**src/rtl/sdac_rx_pkg.sv**
```systemverilog
package sdac_rx_pkg;
    localparam int FRAME_BITS   = 24;
    localparam int SAMPLE_BITS  = 16;
    localparam int MODE_BITS    = 2;
    localparam int PAYLOAD_BITS = SAMPLE_BITS + MODE_BITS;

    typedef enum logic [MODE_BITS-1:0] {
        PM_ACTIVE    = 2'b00,
        PM_LOAD_LOW  = 2'b01,
        PM_LOAD_HIGH = 2'b10,
        PM_FLOAT     = 2'b11
    } pmode_t;

    typedef struct packed {
        pmode_t                 mode;
        logic [SAMPLE_BITS-1:0] sample;
    } payload_t;

    typedef enum logic [1:0] {
        RX_IDLE  = 2'b00,
        RX_SHIFT = 2'b01,
        RX_HOLD  = 2'b10
    } rx_state_t;

    function automatic logic [SAMPLE_BITS-1:0] to_tap(input logic [SAMPLE_BITS-1:0] s);
        return {~s[SAMPLE_BITS-1], s[SAMPLE_BITS-2:0]};
    endfunction

    function automatic logic [1:0] term_of(input pmode_t m);
        case (m)
            PM_LOAD_LOW:  return 2'b01;
            PM_LOAD_HIGH: return 2'b10;
            default:      return 2'b00;
        endcase
    endfunction
endpackage

```
**src/rtl/sdac_sync.sv**
```systemverilog
module sdac_sync #(
    parameter int W      = 3,
    parameter int STAGES = 2
) (
    input  logic         clk,
    input  logic         rst,
    input  logic [W-1:0] raw_i,
    output logic [W-1:0] lvl_o,
    output logic [W-1:0] prev_o
);
    logic [W-1:0] pipe [STAGES];

    for (genvar g = 0; g < STAGES; g++) begin : g_stage
        if (g == 0) begin : g_first
            always_ff @(posedge clk) begin
                if (rst) pipe[g] <= '0;
                else     pipe[g] <= raw_i;
            end
        end else begin : g_rest
            always_ff @(posedge clk) begin
                if (rst) pipe[g] <= '0;
                else     pipe[g] <= pipe[g-1];
            end
        end
    end

    always_ff @(posedge clk) begin
        if (rst) prev_o <= '0;
        else     prev_o <= pipe[STAGES-1];
    end

    assign lvl_o = pipe[STAGES-1];
endmodule

```
**src/rtl/sdac_shifter.sv**
```systemverilog
module sdac_shifter
    import sdac_rx_pkg::*;
(
    input  logic     clk,
    input  logic     rst,
    input  logic     sync_lvl_i,
    input  logic     sync_fall_i,
    input  logic     sclk_fall_i,
    input  logic     din_i,
    output logic     done_o,
    output logic     abort_o,
    output payload_t word_o
);
    localparam int CW = $clog2(FRAME_BITS);
    localparam logic [CW-1:0] LAST = CW'(FRAME_BITS - 1);

    rx_state_t               state_q;
    logic [CW-1:0]           cnt_q;
    logic [PAYLOAD_BITS-2:0] sh_q;

    always_ff @(posedge clk) begin
        if (rst) begin
            state_q <= RX_IDLE;
            cnt_q   <= '0;
            sh_q    <= '0;
            done_o  <= 1'b0;
            abort_o <= 1'b0;
            word_o  <= '0;
        end else begin
            done_o  <= 1'b0;
            abort_o <= 1'b0;
            case (state_q)
                RX_IDLE: begin
                    if (sync_fall_i) begin
                        state_q <= RX_SHIFT;
                        cnt_q   <= '0;
                        sh_q    <= '0;
                    end
                end
                RX_SHIFT: begin
                    if (sync_lvl_i) begin
                        abort_o <= 1'b1;
                        state_q <= RX_IDLE;
                        cnt_q   <= '0;
                        sh_q    <= '0;
                    end else if (sclk_fall_i) begin
                        if (cnt_q == LAST) begin
                            done_o  <= 1'b1;
                            word_o  <= payload_t'({sh_q, din_i});
                            state_q <= RX_HOLD;
                            cnt_q   <= '0;
                            sh_q    <= '0;
                        end else begin
                            sh_q  <= {sh_q[PAYLOAD_BITS-3:0], din_i};
                            cnt_q <= cnt_q + 1'b1;
                        end
                    end
                end
                default: begin
                    if (sync_lvl_i) state_q <= RX_IDLE;
                end
            endcase
        end
    end

    a_r2_count_bound: assert property (@(posedge clk) disable iff (rst)
        cnt_q <= LAST);
    a_r6_strobes_exclusive: assert property (@(posedge clk) disable iff (rst)
        !(done_o && abort_o));
    a_r2_done_after_fall: assert property (@(posedge clk) disable iff (rst)
        done_o |-> $past(sclk_fall_i));
    a_r7_hold_no_commit: assert property (@(posedge clk) disable iff (rst)
        (state_q == RX_HOLD) |=> !done_o);
endmodule

```
**src/rtl/sdac_regs.sv**
```systemverilog
module sdac_regs
    import sdac_rx_pkg::*;
(
    input  logic                   clk,
    input  logic                   rst,
    input  logic                   load_i,
    input  payload_t               word_i,
    output logic [SAMPLE_BITS-1:0] data_o,
    output pmode_t                 mode_o,
    output logic                   stb_o
);
    always_ff @(posedge clk) begin
        if (rst) begin
            data_o <= '0;
            mode_o <= PM_ACTIVE;
            stb_o  <= 1'b0;
        end else begin
            stb_o <= load_i;
            if (load_i) begin
                mode_o <= word_i.mode;
                if (word_i.mode == PM_ACTIVE) data_o <= word_i.sample;
            end
        end
    end

    a_r1_reset_midscale: assert property (@(posedge clk)
        rst |=> (data_o == '0 && mode_o == PM_ACTIVE));
    a_r5_pd_keeps_data: assert property (@(posedge clk) disable iff (rst)
        (load_i && word_i.mode != PM_ACTIVE) |=> $stable(data_o));
    a_r6_no_load_stable: assert property (@(posedge clk) disable iff (rst)
        !load_i |=> ($stable(data_o) && $stable(mode_o)));
endmodule

```
**src/rtl/sdac_cmd_rx.sv**
```systemverilog
module sdac_cmd_rx
    import sdac_rx_pkg::*;
#(
    parameter int SYNC_STAGES = 2
) (
    input  logic        clk,
    input  logic        rst,
    input  logic        sync_n_i,
    input  logic        sclk_i,
    input  logic        sdin_i,
    output logic [15:0] dac_code_o,
    output logic [1:0]  pd_mode_o,
    output logic        amp_en_o,
    output logic [1:0]  term_sel_o,
    output logic        update_stb_o,
    output logic        abort_stb_o
);
    logic [2:0] lvl, prev;
    logic       sync_fall, sclk_fall, done, abort;
    payload_t   word;
    logic [SAMPLE_BITS-1:0] data;
    pmode_t     mode;

    sdac_sync #(.W(3), .STAGES(SYNC_STAGES)) u_sync (
        .clk(clk), .rst(rst),
        .raw_i({sync_n_i, sclk_i, sdin_i}),
        .lvl_o(lvl), .prev_o(prev)
    );

    assign sync_fall = prev[2] & ~lvl[2];
    assign sclk_fall = prev[1] & ~lvl[1];

    sdac_shifter u_shift (
        .clk(clk), .rst(rst),
        .sync_lvl_i(lvl[2]), .sync_fall_i(sync_fall),
        .sclk_fall_i(sclk_fall), .din_i(lvl[0]),
        .done_o(done), .abort_o(abort), .word_o(word)
    );

    sdac_regs u_regs (
        .clk(clk), .rst(rst), .load_i(done), .word_i(word),
        .data_o(data), .mode_o(mode), .stb_o(update_stb_o)
    );

    assign dac_code_o  = to_tap(data);
    assign pd_mode_o   = mode;
    assign amp_en_o    = (mode == PM_ACTIVE);
    assign term_sel_o  = term_of(mode);
    assign abort_stb_o = abort;

    a_r4_term_onehot: assert property (@(posedge clk) disable iff (rst)
        $onehot0(term_sel_o));
    a_r4_amp_off_when_terminated: assert property (@(posedge clk) disable iff (rst)
        (term_sel_o != 2'b00) |-> !amp_en_o);
endmodule

```
**config.mk**
```make
export PLATFORM = sky130hd
export DESIGN_NAME = sdac_cmd_rx
export DESIGN_NICKNAME = d
export VERILOG_FILES = /design/src/rtl/sdac_rx_pkg.sv /design/src/rtl/sdac_sync.sv /design/src/rtl/sdac_shifter.sv /design/src/rtl/sdac_regs.sv /design/src/rtl/sdac_cmd_rx.sv
export SDC_FILE = /design/constraint.sdc
export NUM_CORES = 1
export LEC_CHECK = 0
export ABC_AREA = 0
export BUFFER_PORTS_ARGS = -buffer_cell sky130_fd_sc_hd__buf_2
export CAP_MARGIN = 20
export CORE_ASPECT_RATIO = 0.7
export CORE_MARGIN = 1.5
export CORE_UTILIZATION = 45
export CTS_CLUSTER_DIAMETER = 50
export DETAILED_ROUTE_END_ITERATION = 12
export MAX_ROUTING_LAYER = met4
export PLACE_DENSITY = 0.65
export SYNTH_ARGS = -nofsm -noshare
export SYNTH_HDL_FRONTEND = slang
export SYNTH_SLANG_ARGS = --single-unit
```
**constraint.sdc**
```tcl
create_clock -name clk -period 2.7 [get_ports clk]
set_input_delay 0.405 -clock clk [delete_from_list [all_inputs] [get_ports clk]]
set_output_delay 0.405 -clock clk [all_outputs]
set_load 0.1 [all_outputs]
```
==> results.rst, run 1 <==
.. list-table::
   :header-rows: 1

   * - Metric
     - Value
   * - Result of the run
     - finished clean
   * - Clock tree root driver cell
     - sky130_fd_sc_hd__clkbuf_8
   * - Synthesized flop and latch total
     - 71
   * - Comb pwr share
     - 2.0%
   * - Measured slew at the worst slew-check pin
     - 889 ps
   * - Cell leakage power
     - 0.00110 µW
   * - Worst path arrival time
     - 2100 ps
   * - I/O pin count
     - 28
   * - Die Outline Area
     - 6710 µm²
   * - Number of buffers on the longest clock path
     - 2
   * - Max transition margin
     - 40.7%
   * - Endpoint with the worst hold slack
     - u_sync.pipe[0][1]
   * - Number of levels in the clock H-tree
     - 3
   * - Proportion of power drawn by the clock network
     - 46.1%
   * - Fraction of post-synthesis cell area in the top cell type by area
     - 50.8%
   * - Grt total ovfl
     - 0
   * - Tmin final
     - 1890 ps
   * - Max incr delay on CP
     - 370 ps
   * - Met3 track demand over resource in global routing
     - 6.05%
   * - Total clock sinks
     - 71
   * - Hold path start
     - sclk_i
   * - Fin crit share
     - 70.0%
   * - R2R Path Start
     - u_shift.cnt_q[0]
   * - Worst Setup End Kind
     - flop
   * - Number of hold buffers added after CTS
     - 0
   * - Cells along the critical path
     - ha_1 > and4b_1 > nor3b_4 > buf_4 > mux2i_1 > nor2_1
   * - Required time of the critical path
     - 2910 ps
   * - Worst min path class
     - in2reg
   * - Post-cts gate resize count
     - 0
   * - Post-CTS clock slew at the launch and capture registers of the worst setup and hold paths
     - 70 ps
   * - Area inside the core boundary
     - 5870 µm²
   * - Floorplan die width
     - 97.3 µm
   * - Global-route wire length before repair
     - 8720 µm
   * - Power Internal
     - 1630 µW
   * - Overall fraction of global-route tracks in use
     - 17.2%
   * - Final routed DRC violation total
     - 0
   * - Post-CTS Setup Repair Bufs
     - 0
   * - Remaining antenna violation count after routing
     - 0
   * - Detailed placer's ending HPWL
     - 3130 µm
   * - Buffers added on ports
     - 27
   * - Diode insertion count for antenna repair
     - 0
   * - Part of the total power dissipated in sequential elements
     - 51.8%
   * - Busiest layer in global routing
     - met2
   * - Starting DRT DRC Count
     - 109
   * - GR met1 Demand/Resource
     - 20.6%
   * - Number of nets in the layout
     - 320
   * - Worst Setup Path Type
     - reg2reg
   * - Vias
     - 2043
   * - Synthesized cell area
     - 2800 µm²
   * - Finish-stage setup viols
     - 0
   * - Syn avg cell area
     - 9.09 µm²
   * - Maximum number of pins on one net before global-route repair
     - 34
   * - Cell Rows
     - 23
   * - Library cells used by synthesis
     - 35
   * - NetSw
     - 403 µW
   * - Worst-Skew Late Latency
     - 340 ps
   * - Total Power Consumption
     - 2040 µW
   * - R2R Setup Slk
     - 810 ps
   * - Yosys warning total
     - 0
   * - Worst setup slack before clock tree synthesis
     - 821 ps
   * - Chip height
     - 69.0 µm
   * - Power per Cell Area
     - 664 nW/µm²
   * - Category of cells accounting for the largest share of critical-path delay
     - simple AND/OR/NAND/NOR gates
   * - Sum of negative setup slack
     - 0 ps
   * - Most common library cell in the layout ignoring fill and taps
     - sky130_fd_sc_hd__dfxtp_1
   * - Fmax achieved
     - 0.529 GHz
   * - Most frequent cells in the layout
     - sky130_fd_sc_hd__dfxtp_1, sky130_fd_sc_hd__a21oi_1, sky130_fd_sc_hd__nand2_1
   * - Drt total wl
     - 5230 µm
   * - Final worst slack
     - 810 ps
   * - Proportion of layout cells with a drive suffix above 1
     - 16.3%
   * - Reg2Reg Capture Point
     - u_shift.word_o[10]
   * - Number of hold violations in the final report
     - 0
   * - Starting utilization of the core area
     - 47.7%
   * - Max Cap Violations
     - 0
   * - Cells after Synth
     - 308
   * - Seq/Total Area, Yosys
     - 50.8%
   * - CP Max Fanout
     - 19
   * - Switching part of the total
     - 19.8%
   * - Number of max-slew violations in the final report
     - 0
   * - Mean routed wirelength per cell
     - 13.3 µm
   * - Setup skew after layout
     - 8.48 ps
   * - Slowest stage cell, crit path
     - sky130_fd_sc_hd__dfxtp_1
   * - Worst r2r path cells
     - 6
   * - Via count of the first global-routing pass
     - 1831
   * - Post-synth net total
     - 314
   * - Met2 track demand over resource
     - 27.3%
   * - Hold path cells
     - 2
   * - Vias/cell
     - 5.19
   * - Number of buffer and inverter stages on the critical path
     - 1
   * - CP Launch Type
     - flop
   * - Pre-Repair DR Iteration Count
     - 4
   * - Worst vdd rail ir drop
     - 0.000298 V
   * - GP Congestion
     - 0.858
   * - CTS tree
     - built
   * - Number of CTS-inserted buffers
     - 9
   * - Leading area contributor after synthesis
     - sky130_fd_sc_hd__dfxtp_1
   * - Main area contributors after synthesis
     - sky130_fd_sc_hd__dfxtp_1, sky130_fd_sc_hd__mux2i_1, sky130_fd_sc_hd__a21oi_1, sky130_fd_sc_hd__nand2_1, sky130_fd_sc_hd__o211ai_1
   * - Area growth from synthesis to layout
     - 9.61%
   * - RSZ-0062 raised after global routing
     - no
   * - Number of antenna violations at the first check in global routing
     - 0
Yosys cell counts, drive strengths merged:
cell type	count
o2111ai	1
dfxtp	71
nand3	19
inv	3
a311oi	1
a41oi	1
nor2	28
a31oi	1
and2	1
o211ai	18
clkbuf	17
a22oi	1
a21oi	39
nor3b	2
and4b	1
nor3	6
nand2	36
a21o	1
or3b	3
mux2i	20
nor2b	11
or3	1
nand2b	3
buf	20
ha	1
o21ai	2
worst max path at each step:
stage	start	end	slack (ps)	cells after the start
after floorplan	u_regs.mode_o[0]	term_sel_o[0]	-130	1
after global placement	u_shift.cnt_q[0]	u_shift.word_o[6]	890	6
after detailed placement	u_shift.cnt_q[0]	u_shift.word_o[9]	820	6
after CTS	u_shift.cnt_q[0]	u_shift.word_o[10]	820	6
after global routing	u_shift.cnt_q[0]	u_shift.word_o[17]	670	6
final	u_shift.cnt_q[0]	u_shift.word_o[10]	810	6
layout make-up:
cell class              count  area (µm²)
flip-flops and latches     71        1420
inverters                   3        11.3
clock inverters             3        65.1
fillers                   550        2800
multi-input cells         197        1140
clock buffers              13         159
well taps                  75        93.8
repair buffers             32         173
power groups by stage:
stage	clock, µW	combinational [µW]	sequential [µW]
2_1_floorplan	0	31.3	1080
3_3_place_gp	0	41.4	1080
3_5_place_dp	0	41.5	1080
4_1_cts	964	41.7	1050
5_1_grt	1000	45.8	1060
6_report	939	41.6	1060
through the flow:
| step | util [%] | hold WS, ps | cell area (µm²) | cells |
|---|---|---|---|---|
| after floorplan | - | 414 | 2800 | 308 |
| after global placement | 48.4 | 423 | 2840 | 378 |
| after detailed placement | 48.4 | 425 | 2840 | 378 |
| after CTS | 52.3 | 255 | 3070 | 394 |
| after global routing | 52.3 | 284 | 3070 | 394 |
| final | 52.3 | 274 | 3070 | 394 |
registers in the layout, indices dropped and copies added (netlist names), 2 cells and up:
name             cells
u_regs.data_o       16
u_regs.mode_o        2
u_shift.cnt_q        5
u_shift.sh_q        17
u_shift.state_q      2
u_shift.word_o      18
u_sync.pipe          6
u_sync.prev_o        2
cells by family (layout without fill, tap and decap cells):
family | count (synthesis) | in the layout | share of synthesized area (%)
AND/OR/NAND/NOR | 111 | 111 | 19.1
flip-flops | 71 | 71 | 50.8
AO/OA/AOI/OAI | 65 | 65 | 14.0
buffers and inverters | 40 | 51 | 8.54
multiplexers | 20 | 20 | 7.15
adder cells (fa/ha/maj) | 1 | 1 | 0.447
layer usage:
| layer | wire length [µm] | share of wire (%) |
|---|---|---|
| met5 | 0 | 0 |
| met4 | 37 | 0.71 |
| met3 | 259 | 5.0 |
| met2 | 2280 | 44 |
| met1 | 2650 | 51 |
worst register-to-register path, delay by kind of cell, from the launching register on:
kind	cells	cell delay, ps
mux	1	240
flops	1	370
simple gates	3	560
fa+ha+maj	1	250
buf+inv	1	340
Note: power is estimated with default switching activity, not from simulation.
==> run 2: changes to the inputs <==
- ABC_AREA: 0 -> 1
- PLACE_DENSITY: 0.65 -> 0.67
- clock period: 2.7 -> 1.7 ns (I/O delays scaled with it)
==> results.rst, run 2 <==
.. list-table::
   :header-rows: 1

   * - Metric
     - Value
   * - Result of the run
     - finished with violations (was finished clean)
   * - Violations in the final reports
     - DRC
   * - Mean routed wirelength per cell
     - 10.0 µm (was 13.3 µm)
   * - Remaining antenna violation count after routing
     - 0 (unchanged)
   * - Vias/cell
     - 4.60 (was 5.19)
   * - Number of buffers on the longest clock path
     - 2 (unchanged)
   * - Buffers added on ports
     - 27 (unchanged)
   * - Via count of the first global-routing pass
     - 2057 (was 1831)
   * - Vias
     - 2215 (was 2043)
   * - Fin Hold WS
     - 109 ps (was 274 ps)
   * - Most frequent cells in the layout
     - sky130_fd_sc_hd__dfxtp_1, sky130_fd_sc_hd__nand2_1, sky130_fd_sc_hd__nor2_1 (was sky130_fd_sc_hd__dfxtp_1, sky130_fd_sc_hd__a21oi_1, sky130_fd_sc_hd__nand2_1)
   * - Sum of negative setup slack
     - 0 ps (unchanged)
   * - Power Internal
     - 2650 µW (was 1630 µW)
   * - Reg2Reg Capture Point
     - u_shift.word_o[12] (was u_shift.word_o[10])
   * - Number of hold violations in the final report
     - 0 (unchanged)
   * - Syn avg cell area
     - 7.53 µm² (was 9.09 µm²)
   * - Sequential Area
     - 1420 µm² (about the same)
   * - Post-cts gate resize count
     - 0 (unchanged)
   * - Post-synth net total
     - 391 (was 314)
   * - Startpoint of the most critical setup path
     - u_regs.mode_o[0] (was u_shift.cnt_q[0])
   * - Max Cap Violations
     - 0 (unchanged)
   * - R2R Setup Slk
     - 200 ps (was 810 ps)
   * - Worst Setup Path Type
     - reg2out (was reg2reg)
   * - Standard cell area after detailed placement
     - 3010 µm² (was 2840 µm²)
   * - Pre-Repair DR Iteration Count
     - 8 (was 4)
   * - Main area contributors after synthesis
     - sky130_fd_sc_hd__dfxtp_1, sky130_fd_sc_hd__nor2_1, sky130_fd_sc_hd__nand2_1, sky130_fd_sc_hd__o21ai_0, sky130_fd_sc_hd__inv_1 (was sky130_fd_sc_hd__dfxtp_1, sky130_fd_sc_hd__mux2i_1, sky130_fd_sc_hd__a21oi_1, sky130_fd_sc_hd__nand2_1, sky130_fd_sc_hd__o211ai_1)
   * - Fraction of post-synthesis cell area in the top cell type by area
     - 49.0% (was 50.8%)
   * - Worst-Skew Late Latency
     - 340 ps (about the same)
   * - Cell types with the highest counts after synthesis
     - sky130_fd_sc_hd__dfxtp_1, sky130_fd_sc_hd__nor2_1, sky130_fd_sc_hd__nand2_1 (was sky130_fd_sc_hd__dfxtp_1, sky130_fd_sc_hd__a21oi_1, sky130_fd_sc_hd__nand2_1)
   * - Total clock sinks
     - 71 (unchanged)
   * - Number of levels in the clock H-tree
     - 3 (unchanged)
   * - Number of nets in the layout
     - 406 (was 320)
   * - Worst r2r path cells
     - 10 (was 6)
   * - Area of the multi-input gates
     - 1060 µm² (was 1140 µm²)
   * - Required time of the critical path
     - 1440 ps (was 2910 ps)
   * - Starting utilization of the core area
     - 46.6% (was 47.7%)
   * - Area inside the core boundary
     - 6220 µm² (was 5870 µm²)
   * - Most common library cell in the layout ignoring fill and taps
     - sky130_fd_sc_hd__dfxtp_1 (unchanged)
   * - Area growth from synthesis to layout
     - 10.5% (was 9.61%)
   * - Proportion of power drawn by the clock network
     - 37.3% (was 46.1%)
   * - Leading area contributor after synthesis
     - sky130_fd_sc_hd__dfxtp_1 (unchanged)
   * - Total Power Consumption
     - 3600 µW (was 2040 µW)
   * - GP Congestion
     - 0.894 (was 0.858)
   * - Number of max-slew violations in the final report
     - 0 (unchanged)
   * - Die Outline Area
     - 6940 µm² (was 6710 µm²)
   * - Number of CTS-inserted buffers
     - 9 (unchanged)
   * - Clock tree root driver cell
     - sky130_fd_sc_hd__clkbuf_8 (unchanged)
   * - Yosys warning total
     - 0 (unchanged)
   * - Dominant cell by count in the synthesized netlist
     - sky130_fd_sc_hd__dfxtp_1 (unchanged)
   * - Final Instance Area
     - 3200 µm² (was 3070 µm²)
   * - Worst min path class
     - in2reg (unchanged)
   * - Detailed placer's ending HPWL
     - 3200 µm (was 3130 µm)
   * - Global-route wire length before repair
     - 9080 µm (was 8720 µm)
   * - Floorplan die width
     - 98.9 µm (was 97.3 µm)
   * - Worst setup endpoint
     - term_sel_o[0] (was u_shift.word_o[10])
   * - Fmax achieved
     - 0.642 GHz
   * - Grt total ovfl
     - 0 (unchanged)
   * - Finish-stage setup viols
     - 0 (unchanged)
   * - CP Max Fanout
     - 4 (was 19)
   * - Measured slew at the worst slew-check pin
     - 489 ps (was 889 ps)
   * - Largest register by flop count
     - u_shift.word_o (unchanged)
   * - Number of antenna violations at the first check in global routing
     - 0 (unchanged)
   * - Worst path arrival time
     - 1300 ps (was 2100 ps)
   * - Part of the total power dissipated in sequential elements
     - 50.6% (was 51.8%)
   * - Seq/Total Area, Yosys
     - 49.0% (was 50.8%)
   * - Power per Cell Area
     - 1120 nW/µm² (was 664 nW/µm²)
   * - Count of flip-flops with a built-in enable after synthesis
     - 0 (unchanged)
   * - Async set-reset flop share out of synthesis
     - 0% (unchanged)
   * - Switching part of the total
     - 26.2% (was 19.8%)
   * - Top flop regs
     - u_shift.word_o (18), u_shift.sh_q (17), u_regs.data_o (16) (unchanged)
   * - Overall fraction of global-route tracks in use
     - 17.0% (was 17.2%)
   * - Final routed DRC violation total
     - 4 (was 0)
   * - Max transition margin
     - 67.6% (was 40.7%)
   * - Worst vdd rail ir drop
     - 0.000542 V (was 0.000298 V)
   * - Tmin final
     - 1560 ps
   * - NetSw
     - 944 µW (was 403 µW)
   * - Diode insertion count for antenna repair
     - 0 (unchanged)
   * - Flip-flop cell with the highest count after synthesis
     - sky130_fd_sc_hd__dfxtp_1 (unchanged)
   * - Drt total wl
     - 4820 µm (was 5230 µm)
   * - Cells after Synth
     - 385 (was 308)
   * - Fill count
     - 625 (was 550)
   * - Number of hold buffers added after CTS
     - 0 (unchanged)
   * - Fin crit share
     - 91.6%
   * - Largest register FFs
     - 18 (unchanged)
   * - CP Launch Type
     - flop (unchanged)
   * - Comb pwr share
     - 12.2% (was 2.0%)
   * - Maximum number of pins on one net before global-route repair
     - 38 (was 34)
   * - Library cells used by synthesis
     - 25 (was 35)
   * - R2R Path Start
     - u_shift.cnt_q[0] (unchanged)
   * - Chip height
     - 70.2 µm (was 69.0 µm)
   * - I/O pin count
     - 28 (unchanged)
   * - CTS tree
     - built (unchanged)
   * - RSZ-0062 raised after global routing
     - no (unchanged)
   * - Synthesized flop and latch total
     - 71 (unchanged)
   * - Proportion of layout cells with a drive suffix above 1
     - 19.1% (was 16.3%)
   * - Post-CTS Setup Repair Bufs
     - 0 (unchanged)
   * - Post-CTS clock slew at the launch and capture registers of the worst setup and hold paths
     - 70 ps (about the same)
   * - Cell Rows
     - 24 (was 23)
   * - Starting DRT DRC Count
     - 73 (was 109)
   * - Worst Setup End Kind
     - primary output (was flop)
   * - Cell leakage power
     - 0.00155 µW (was 0.00110 µW)
   * - Synthesized cell area
     - 2900 µm² (was 2800 µm²)
   * - Setup skew after layout
     - 7.23 ps (was 8.48 ps)
run 2: cell types whose count changed after synthesis, sizes merged, moves of 9 or more:
cell    before  now
inv          3   60
nor2        28   81
o21ai        2   46
nand2       36   68
a21oi       39   18
mux2i       20    0
o211ai      18    0
nand3       19    3
nor2b       11    0
clkbuf      17    8
run 2: cells by family (layout without fill, tap and decap cells):
family                   count (synthesis)  after routing  synth area share [%]
flip-flops                              71             71                  49.0
AO/OA/AOI/OAI                           66             66                  11.6
AND/OR/NAND/NOR                        157            157                  23.8
buffers and inverters                   90            109                  15.1
adder cells (fa/ha/maj)                  1              1                 0.432
run 2: layer usage:
metal / share of wire (%) / vias up / global-route usage, %
met5: 0 / - / -
met3: 5.0 / 7 / 6.61
met2: 43 / 36 / 25.4
li1: - / 1189 / -
met1: 51 / 983 / 21.6
met4: 1.0 / 0 / 4.29
run 2: through the flow:
| step | utilization [%] | cells | setup slack (ps) |
|---|---|---|---|
| global route | 51.5 | 482 | 11.3 |
| global placement | 48.3 | 467 | 283 |
| floorplan | - | 385 | 62.8 |
| detailed placement | 48.3 | 467 | 248 |
| CTS | 51.5 | 482 | 108 |
| finish | 51.5 | 482 | 143 |
run 2: how the worst min path moves through the flow:
stage | end | startpoint | slack (ps) | cells after the start
2_1_floorplan | u_shift.cnt_q[0] | rst | 320 | 1
3_3_place_gp | u_sync.pipe[1][0] | u_sync.pipe[0][0] | 390 | 2
3_5_place_dp | u_sync.pipe[1][0] | u_sync.pipe[0][0] | 400 | 2
4_1_cts | u_sync.pipe[0][1] | sclk_i | 90 | 3
5_1_grt | u_sync.pipe[0][1] | sclk_i | 100 | 3
6_report | u_sync.pipe[0][0] | sdin_i | 110 | 3
run 2: layout make-up:
| cell class | instances | share of cell area, % |
|---|---|---|
| sequential | 71 | 44.5 |
| multi-input combinational | 224 | 33.0 |
| inverter | 60 | 7.11 |
| timing repair buffer | 34 | 6.25 |
| clock buffer | 12 | 4.84 |
| tap | 78 | 3.05 |
| clock inverter | 3 | 1.33 |
run 2: worst max-delay path: stages (launching register included):
cell	delay, ps
sky130_fd_sc_hd__dfxtp_2	380
sky130_fd_sc_hd__inv_1	90
sky130_fd_sc_hd__nor2_4	70
sky130_fd_sc_hd__buf_2	420
run 2: power groups by stage:
stage          logic [µW]  registers [µW]  clock network (µW)
6_report              438            1820                1340
2_1_floorplan         405            1840                   0
3_3_place_gp          424            1860                   0
5_1_grt               523            1830                1440
4_1_cts               443            1820                1380
3_5_place_dp          438            1860                   0
==> run 3: changes to the inputs <==
- CORE_UTILIZATION: 45 -> 52
- PLACE_DENSITY: 0.67 -> 0.75
==> results.rst, run 3 (same netlist as run 2, synthesis figures left out) <==
.. list-table::
   :header-rows: 1

   * - Metric
     - Value
   * - Grt total ovfl
     - 0 (unchanged)
   * - Worst Setup Path Type
     - reg2reg (was reg2out)
   * - Post-layout util
     - 60.0% (was 51.5%)
   * - GP Congestion
     - 0.879 (was 0.894)
   * - Fin crit share
     - 93.7% (was 91.6%)
   * - Number of CTS-inserted buffers
     - 9 (unchanged)
   * - Global-route wire length before repair
     - 8490 µm (was 9080 µm)
   * - Fill count
     - 492 (was 625)
   * - Fmax achieved
     - 0.628 GHz (was 0.642 GHz)
   * - Fin Hold WS
     - 113 ps (was 109 ps)
   * - I/O pin count
     - 28 (unchanged)
   * - Max transition margin
     - 67.7% (was 67.6%)
   * - Area inside the core boundary
     - 5310 µm² (was 6220 µm²)
   * - Via count of the first global-routing pass
     - 2044 (was 2057)
   * - Cells after DPL
     - 459 (was 467)
   * - Post-CTS Setup Repair Bufs
     - 0 (unchanged)
   * - Starting DRT DRC Count
     - 173 (was 73)
   * - Post-CTS clock slew at the launch and capture registers of the worst setup and hold paths
     - 70 ps (about the same)
   * - Chip height
     - 65.5 µm (was 70.2 µm)
   * - Max Cap Violations
     - 0 (unchanged)
   * - Remaining antenna violation count after routing
     - 0 (unchanged)
   * - Worst Setup End Kind
     - flop (was primary output)
   * - Floorplan die width
     - 92.2 µm (was 98.9 µm)
   * - CTS tree
     - built (unchanged)
   * - RSZ-0062 raised after global routing
     - no (unchanged)
   * - Total clock sinks
     - 71 (unchanged)
   * - Cell leakage power
     - 0.00154 µW (was 0.00155 µW)
   * - Measured slew at the worst slew-check pin
     - 488 ps (was 489 ps)
   * - Number of hold buffers added after CTS
     - 0 (unchanged)
   * - Clock tree root driver cell
     - sky130_fd_sc_hd__clkbuf_8 (unchanged)
   * - Power per Cell Area
     - 1130 nW/µm² (was 1120 nW/µm²)
   * - Proportion of layout cells with a drive suffix above 1
     - 18.9% (was 19.1%)
   * - Count of non-filler cells in the finished layout
     - 475 (was 482)
   * - Number of buffers on the longest clock path
     - 2 (unchanged)
   * - CP Max Fanout
     - 34 (was 4)
   * - Required time of the critical path
     - 1930 ps (was 1440 ps)
   * - Cell Rows
     - 22 (was 24)
   * - Starting utilization of the core area
     - 54.6% (was 46.6%)
   * - Maximum number of pins on one net before global-route repair
     - 41 (was 38)
   * - Area growth from synthesis to layout
     - 9.88% (was 10.5%)
   * - Number of antenna violations at the first check in global routing
     - 0 (unchanged)
   * - Pre-Repair DR Iteration Count
     - 4 (was 8)
   * - Worst min path class
     - in2reg (unchanged)
   * - Overall fraction of global-route tracks in use
     - 18.9% (was 17.0%)
   * - Number of hold violations in the final report
     - 0 (unchanged)
   * - Drt total wl
     - 4850 µm (was 4820 µm)
   * - Sum of negative setup slack
     - 0 ps (unchanged)
   * - Top flop regs
     - u_shift.word_o (18), u_shift.sh_q (17), u_regs.data_o (16) (unchanged)
   * - Worst path arrival time
     - 1830 ps (was 1300 ps)
   * - Worst vdd rail ir drop
     - 0.000503 V (was 0.000542 V)
   * - Vias/cell
     - 4.62 (was 4.60)
   * - Largest register by flop count
     - u_shift.word_o (unchanged)
   * - CP Launch Type
     - flop (unchanged)
   * - Tmin final
     - 1590 ps (was 1560 ps)
   * - Number of max-slew violations in the final report
     - 0 (unchanged)
   * - Mean routed wirelength per cell
     - 10.2 µm (was 10.0 µm)
   * - Finish-stage setup viols
     - 0 (unchanged)
   * - Detailed placer's ending HPWL
     - 3170 µm (was 3200 µm)
   * - Buffers added on ports
     - 27 (unchanged)
   * - Largest register FFs
     - 18 (unchanged)
   * - Diode insertion count for antenna repair
     - 0 (unchanged)
   * - Setup skew after layout
     - 7.60 ps (was 7.23 ps)
   * - Worst-Skew Late Latency
     - 350 ps (was 340 ps)
   * - Result of the run
     - finished clean (was finished with violations)
   * - Number of levels in the clock H-tree
     - 3 (unchanged)
   * - Final routed DRC violation total
     - 0 (was 4)
   * - Most frequent cells in the layout
     - sky130_fd_sc_hd__dfxtp_1, sky130_fd_sc_hd__nand2_1, sky130_fd_sc_hd__nor2_1 (unchanged)
   * - Most common library cell in the layout ignoring fill and taps
     - sky130_fd_sc_hd__dfxtp_1 (unchanged)
   * - Vias
     - 2194 (was 2215)
   * - Number of nets in the layout
     - 404 (was 406)
   * - Die Outline Area
     - 6040 µm² (was 6940 µm²)
-- run 3: layout make-up --
class | count | area, µm² | share of cell area [%]
clock buffers | 11 | 141 | 4.44
clock inverters | 5 | 56.3 | 1.77
inverters | 60 | 228 | 7.15
multi-input cells | 224 | 1060 | 33.3
flip-flops and latches | 71 | 1420 | 44.7
well taps | 72 | 90.1 | 2.83
repair buffers | 32 | 185 | 5.81
-- run 3: per-layer routing --
metal | global-route usage (%) | share of wire (%) | vias to the layer above
met1 | 21.1 | 49 | 968
met5 | - | 0 | -
met4 | 5.77 | 0.70 | 0
met2 | 30.5 | 44 | 44
li1 | - | - | 1178
met3 | 8.80 | 6.0 | 4
-- run 3: worst paths after layout --
path	from	to	slack (ps)	cells past startpoint
worst min register to register	u_sync.pipe[0][2]	u_sync.pipe[1][2]	410	2
worst min-delay path	sync_n_i	u_sync.pipe[0][2]	110	3
worst max register to register	u_sync.pipe[1][1]	u_shift.sh_q[13]	110	7
worst max-delay path	u_sync.pipe[1][1]	u_shift.sh_q[13]	110	7
-- run 3: repair_timing --
item,in CTS,in global routing
gates resized for setup,0,1
endpoints found under the hold margin,0,0
setup endpoints to repair,0,10
-- run 3: worst max-delay path: stages (launching register included) --
cell and delay [ps]:
sky130_fd_sc_hd__dfxtp_1 300, sky130_fd_sc_hd__inv_1 150, sky130_fd_sc_hd__nand2_1 160, sky130_fd_sc_hd__nand3_2 140, sky130_fd_sc_hd__nand3_2 160, sky130_fd_sc_hd__buf_4 280
sky130_fd_sc_hd__o21ai_0 240, sky130_fd_sc_hd__nor2_2 60
-- run 3: where the power goes --
| group | leakage (µW) | internal, µW | switching (µW) | total [µW] |
|---|---|---|---|---|
| combinational | 0.000862 | 152 | 288 | 441 |
| clock | 0.0000997 | 718 | 612 | 1330 |
| sequential | 0.000576 | 1750 | 67.1 | 1820 |
-- run 3: metrics by stage --
step	total power [µW]	area, µm²	worst slack (ps)
2_1_floorplan	2250	2920	62.8
3_3_place_gp	2280	2980	226
3_5_place_dp	2300	2980	131
4_1_cts	3630	3180	104
5_1_grt	3780	3190	0.214
6_report	3590	3190	107
